**src/rtl/boot_copy_pkg.sv**
```systemverilog
package boot_copy_pkg;

  typedef enum logic [2:0] {
    ST_START,
    ST_RD_REQ,
    ST_RD_WAIT,
    ST_WR,
    ST_FIN,
    ST_IDLE
  } seq_state_e;

  typedef enum logic [1:0] {
    PH_DEST,
    PH_LEN,
    PH_BODY,
    PH_CHECK
  } word_phase_e;

  localparam logic [1:0] MODE_USER_LOADER = 2'b10;

  function automatic logic [31:0] rotl1(input logic [31:0] v);
    return {v[30:0], v[31]};
  endfunction

endpackage

```
**src/rtl/boot_step_ctr.sv**
```systemverilog
module boot_step_ctr #(
  parameter int W = 8
) (
  input  logic         clk,
  input  logic         rst_n,
  input  logic         load,
  input  logic [W-1:0] load_val,
  input  logic         inc,
  output logic [W-1:0] q
);
  always_ff @(posedge clk or negedge rst_n) begin
    if (!rst_n)    q <= '0;
    else if (load) q <= load_val;
    else if (inc)  q <= q + W'(1);
  end
endmodule

```
**src/rtl/boot_digest.sv**
```systemverilog
module boot_digest
  import boot_copy_pkg::*;
(
  input  logic        clk,
  input  logic        rst_n,
  input  logic        clr,
  input  logic        en,
  input  logic [31:0] din,
  output logic [31:0] sum
);
  always_ff @(posedge clk or negedge rst_n) begin
    if (!rst_n)   sum <= '0;
    else if (clr) sum <= '0;
    else if (en)  sum <= rotl1(sum) ^ din;
  end
endmodule

```
**src/rtl/boot_hdr_check.sv**
```systemverilog
module boot_hdr_check #(
  parameter int          RAM_AW   = 10,
  parameter logic [31:0] RAM_BASE = 32'h0800_0000
) (
  input  logic [31:0] dst,
  input  logic [31:0] len,
  output logic        ok,
  output logic [31:0] vec_addr
);
  localparam logic [32:0] RAM_WORDS = 33'(1) << RAM_AW;

  logic [32:0] end_word;

  assign end_word = {1'b0, dst} + {1'b0, len};
  assign ok       = (len != 32'd0) && (end_word <= RAM_WORDS);
  assign vec_addr = RAM_BASE + {dst[29:0], 2'b00};
endmodule

```
**src/rtl/boot_copy_seq.sv**
```systemverilog
module boot_copy_seq
  import boot_copy_pkg::*;
#(
  parameter int          NVM_AW   = 16,
  parameter int          CFG_W    = 8,
  parameter int          PAGE_SH  = 6,
  parameter int          RAM_AW   = 10,
  parameter logic [31:0] RAM_BASE = 32'h0800_0000
) (
  input  logic              clk,
  input  logic              rst_n,
  input  logic [1:0]        boot_mode,
  input  logic [CFG_W-1:0]  boot_cfg,
  output logic              core_rst_hold,
  output logic              nvm_req_valid,
  input  logic              nvm_req_ready,
  output logic [NVM_AW-1:0] nvm_req_addr,
  input  logic              nvm_rsp_valid,
  input  logic [31:0]       nvm_rsp_data,
  output logic              ram_wr_valid,
  input  logic              ram_wr_ready,
  output logic [RAM_AW-1:0] ram_wr_addr,
  output logic [31:0]       ram_wr_data,
  output logic [31:0]       handoff,
  output logic [1:0]        eff_mode,
  output logic              boot_fail,
  output logic              done
);
  localparam int CNT_W = RAM_AW + 1;

  seq_state_e        state;
  word_phase_e       phase;
  logic [31:0]       dst_q;
  logic [CNT_W-1:0]  len_q;
  logic [31:0]       data_q;
  logic [CNT_W-1:0]  body_cnt;
  logic [31:0]       digest_sum;
  logic              hdr_ok;
  logic [31:0]       vec_addr;
  logic [NVM_AW-1:0] page_base;
  logic              starting;
  logic              rd_fire;
  logic              wr_fire;

  assign page_base     = NVM_AW'({boot_cfg, {PAGE_SH{1'b0}}});
  assign starting      = (state == ST_START);
  assign nvm_req_valid = (state == ST_RD_REQ);
  assign ram_wr_valid  = (state == ST_WR);
  assign rd_fire       = nvm_req_valid && nvm_req_ready;
  assign wr_fire       = ram_wr_valid && ram_wr_ready;
  assign ram_wr_addr   = dst_q[RAM_AW-1:0] + body_cnt[RAM_AW-1:0];
  assign ram_wr_data   = data_q;
  assign done          = (state == ST_FIN);

  boot_step_ctr #(.W(NVM_AW)) u_rd_ctr (
    .clk(clk), .rst_n(rst_n), .load(starting), .load_val(page_base),
    .inc(rd_fire), .q(nvm_req_addr)
  );

  boot_step_ctr #(.W(CNT_W)) u_wr_ctr (
    .clk(clk), .rst_n(rst_n), .load(starting), .load_val('0),
    .inc(wr_fire), .q(body_cnt)
  );

  boot_digest u_digest (
    .clk(clk), .rst_n(rst_n), .clr(starting), .en(wr_fire),
    .din(data_q), .sum(digest_sum)
  );

  boot_hdr_check #(.RAM_AW(RAM_AW), .RAM_BASE(RAM_BASE)) u_hdr (
    .dst(dst_q), .len(nvm_rsp_data), .ok(hdr_ok), .vec_addr(vec_addr)
  );

  always_ff @(posedge clk or negedge rst_n) begin
    if (!rst_n) begin
      state         <= ST_START;
      phase         <= PH_DEST;
      core_rst_hold <= 1'b1;
      dst_q         <= '0;
      len_q         <= '0;
      data_q        <= '0;
      handoff       <= '0;
      eff_mode      <= 2'd0;
      boot_fail     <= 1'b0;
    end else begin
      case (state)
        ST_START: begin
          core_rst_hold <= 1'b0;
          phase         <= PH_DEST;
          if (boot_mode == MODE_USER_LOADER) begin
            state <= ST_RD_REQ;
          end else begin
            eff_mode <= boot_mode;
            state    <= ST_FIN;
          end
        end
        ST_RD_REQ: begin
          if (nvm_req_ready) state <= ST_RD_WAIT;
        end
        ST_RD_WAIT: begin
          if (nvm_rsp_valid) begin
            case (phase)
              PH_DEST: begin
                dst_q <= nvm_rsp_data;
                phase <= PH_LEN;
                state <= ST_RD_REQ;
              end
              PH_LEN: begin
                if (hdr_ok) begin
                  len_q <= CNT_W'(nvm_rsp_data);
                  phase <= PH_BODY;
                  state <= ST_RD_REQ;
                end else begin
                  boot_fail <= 1'b1;
                  eff_mode  <= 2'd0;
                  state     <= ST_FIN;
                end
              end
              PH_BODY: begin
                data_q <= nvm_rsp_data;
                state  <= ST_WR;
              end
              default: begin
                if (nvm_rsp_data == digest_sum) begin
                  handoff  <= vec_addr;
                  eff_mode <= MODE_USER_LOADER;
                end else begin
                  boot_fail <= 1'b1;
                  eff_mode  <= 2'd0;
                end
                state <= ST_FIN;
              end
            endcase
          end
        end
        ST_WR: begin
          if (ram_wr_ready) begin
            if (body_cnt + CNT_W'(1) == len_q) phase <= PH_CHECK;
            state <= ST_RD_REQ;
          end
        end
        ST_FIN:  state <= ST_IDLE;
        default: state <= ST_IDLE;
      endcase
    end
  end

endmodule

```
**config.mk**
```make
export PLATFORM = sky130hd
export DESIGN_NAME = boot_copy_seq
export DESIGN_NICKNAME = d
export VERILOG_FILES = /design/src/rtl/boot_copy_pkg.sv /design/src/rtl/boot_step_ctr.sv /design/src/rtl/boot_digest.sv /design/src/rtl/boot_hdr_check.sv /design/src/rtl/boot_copy_seq.sv
export SDC_FILE = /design/constraint.sdc
export NUM_CORES = 1
export LEC_CHECK = 0
export CORE_ASPECT_RATIO = 0.75
export CORE_UTILIZATION = 57
export CTS_CLUSTER_SIZE = 25
export DETAILED_ROUTE_END_ITERATION = 10
export HOLD_SLACK_MARGIN = 0.12
export PLACE_DENSITY = 0.78
export SKIP_LAST_GASP = 1
export SLEW_MARGIN = 40
export SYNTH_ARGS = -nofsm -noshare
export SYNTH_HDL_FRONTEND = slang
export SYNTH_HIERARCHICAL = 1
export SYNTH_SLANG_ARGS = --single-unit
```
**constraint.sdc**
```tcl
create_clock -name clk -period 4.43 [get_ports clk]
set_input_delay 0.443 -clock clk [delete_from_list [all_inputs] [get_ports clk]]
set_output_delay 0.443 -clock clk [all_outputs]
set_load 0.1 [all_outputs]
```
==> run metrics <==
Post-synth EDFFs 0; Synth Instances about 1100; antenna-violating nets left 0; CP max-delay cell clkdlybuf4s50_1; register area share after synthesis 0.3854; TritonCTS clock tree built; final setup vio count 0; global-route wire length before repair 49030 um; Max clock buf depth 2; Worst Skew ~0.017 ns; Mean Syn Cell Area 10.45 sq um; worst setup margin 0.07979 ns; largest net degree at the start of global routing 92; hold crit path type reg2reg; count of pins over their slew limit 0; final net count roughly 1400; Post-synth ARST share 1.000; vias in the first global route between 8000 and 9000; Top Family by Delay on Critical Path simple AND/OR/NAND/NOR gates; max-cap viol count 0; Synth area leaders dfrtp_1 38%, mux2_2 6.7%, ha_1 5.0%; Reg2Reg Capture Point phase[1]$_DFFE_PN0P_; worst hold path startpoint boot_fail$_DFFE_PN0P_; Hold EP boot_fail$_DFFE_PN0P_; diode count 0; r2r setup slk around 0.13 ns; gpl congestion a little under 1; Layout area overhead 23.69%; worst slack, placed -0.5639 ns; Synth Cell Area between 10000 and 15000 sq um; Clock Latency Late Sink approximately 0.46 ns; CP cell instances clkdlybuf4s50_1 > ha_4 > a21oi_2 > nor2_1 > o21ai_1 > nand2_1 > a41oi_2 > xor2_1 > o2111ai_1 > or4_4 > nor4_4 > buf_4 > nand2b_1 > a211oi_1 > nor4bb_1 > nand4_1 > o32ai_2 > o22a_1; P per Cell Area between 500 and 600 nW/um^2; # rows 44; Die ar. between 20000 and 25000 sq um; worst vdd ir 868.5 uV; chip width about 170 um; drt initial violations around 760; post-synth cell types between 80 and 90; critical path class in2reg; 1st-pass router iterations 5; Seq cells post-synth approximately 180; total core area 19430 sq um; worst path required time ~4.8 ns; synth warn 6; Yosys top cell area share 0.3831; Top FF cell, synth dfrtp_1; routed len/inst 19.69 um; WP buf/inv 2; final setup TNS 0 ns; grt ovf 0; achievable clock frequency ~230 MHz; worst-path fanout max 8; share of cells above drive strength 1 0.3378; Final Hold Fails 0; Worst slew margin 0.4934; Fillers 1428; H-tree levels 4; Worst R2R Start dst_q[1]$_DFFE_PN0P_; CP max stage delay ~0.65 ns; Root Buffer clkbuf_16; HPWL Detailed 23370 um; hold slack final 0.4771 ns; port bufs 143; R2R cell count 17; Routed WL 31380 um; outcome complete, no violations; DRC viols 0; Total GRT Usage 0.3135; worst-margin pin slew 0.7599 ns; DR vias 9412; initial antenna violation count 1; Tcrit/Tclk final 0.9820; Num CTS Buffers 17; Initial Utilization 0.5848; Leak roughly 6.8 nW; clock transition at the registers of the reported paths 0.07 ns; I/O Pins 144; clk sinks about 180; fin crit period between 4 and 5 ns; WHS Path Cells 1; largest area contributor in the netlist dfrtp_1; vias per inst 5.905; crit end category register; Setup crit start kind input port; Worst Path Arrival roughly 4.7 ns; Die Y ~120 um
## worst max path at each step
stage,from,endpoint,cells past startpoint
floorplan,nvm_rsp_data[0],phase[0]$_DFFE_PN0P_,17
global placement,nvm_rsp_data[0],phase[0]$_DFFE_PN0P_,19
detailed placement,nvm_rsp_data[0],phase[1]$_DFFE_PN0P_,19
CTS,nvm_rsp_data[1],phase[1]$_DFFE_PN0P_,18
global route,nvm_rsp_data[4],phase[0]$_DFFE_PN0P_,18
finish,nvm_rsp_data[4],phase[1]$_DFFE_PN0P_,18
## registers in the layout (all words and copies together) (netlist names)
register / flops
dst_q: 32
handoff: 32
ram_wr_data: 32
u_digest/sum: 32
u_rd_ctr/q: 16
len_q: 11
u_wr_ctr/q: 11
state: 3
eff_mode: 2
phase: 2
boot_fail: 1
core_rst_hold: 1
## per-layer routing
layer  vias to the layer above  track usage  share of wire
met5                         -            0              0
met2                       331       0.4251           0.42
met3                        42      0.09491          0.084
met1                      4642       0.4802           0.48
li1                       4397            -              -
met4                         0      0.07825          0.016
## synthesized netlist by cell type, types with 22 or more instances
cell type,instances
buf_2,22
dfrtp_1,174
a21oi_1,39
inv_1,22
nor2_1,71
xnor2_1,63
nand3_1,33
mux2_4,30
nand2_1,68
o21ai_0,43
nand4_1,26
buf_4,34
ha_1,45
xor2_1,60
mux2_2,68
a211oi_2,28
## placed cells by master, fill, tap and decap left out, types with 30 or more instances in the layout
| master | n |
|---|---|
| buf_2 | 91 |
| buf_4 | 143 |
| clkdlybuf4s50_1 | 37 |
| dfrtp_1 | 171 |
| ha_1 | 36 |
| mux2_2 | 68 |
| mux2_4 | 30 |
| nand2_1 | 68 |
| nand3_1 | 33 |
| nor2_1 | 70 |
| o21ai_0 | 39 |
| xnor2_1 | 63 |
| xor2_1 | 60 |
## area by class of cell
cell class                      instances  area, sq um  area share
Multi-Input combinational cell        831         6655      0.4734
Inverter                               22        82.58    0.005875
Clock inverter                         14        150.1     0.01068
Timing Repair Buffer                  282         2043      0.1453
Sequential cell                       175         4384      0.3119
Tap cell                              253        316.6     0.02252
Clock buffer                           17        425.4     0.03026
## per-stage QoR
stage	power, mW	area (sq um)	std cells	utilization
after CTS	7.872	13840	1593	0.7122
after detailed placement	6.355	13230	1561	0.6810
after global routing	8.374	14060	1594	0.7233
final	7.974	14060	1594	0.7233
after global placement	6.402	13690	1561	0.7044
after floorplan	5.369	11440	1107	-
## power by group
part / leakage (nW) / switching (mW) / total, mW / internal, mW
sequential: 2.33 / 0.551 / 2.50 / 1.95
clock: 0.268 / 0.751 / 1.50 / 0.747
combinational: 4.18 / 2.58 / 3.98 / 1.40
total: 6.78 / 3.88 / 7.97 / 4.09
## cell families after synthesis
group,share of synthesized area
flops,0.3854
other cells,0.0006608
mux,0.1212
compound gates,0.1409
fa+ha+maj,0.05307
simple gates,0.1501
xor+xnor,0.09479
buf+inv,0.05384
## repair_timing
item | 4_1_cts | 5_1_grt
gates resized for setup | 4 | 42
hold buffers | 1 | 0
endpoints found under the hold margin | 77 | 0
pin swaps | 0 | 9
buffers inserted | 0 | 1
setup endpoints to repair | 3 | 5
Note: power is estimated with default switching activity, not from simulation.
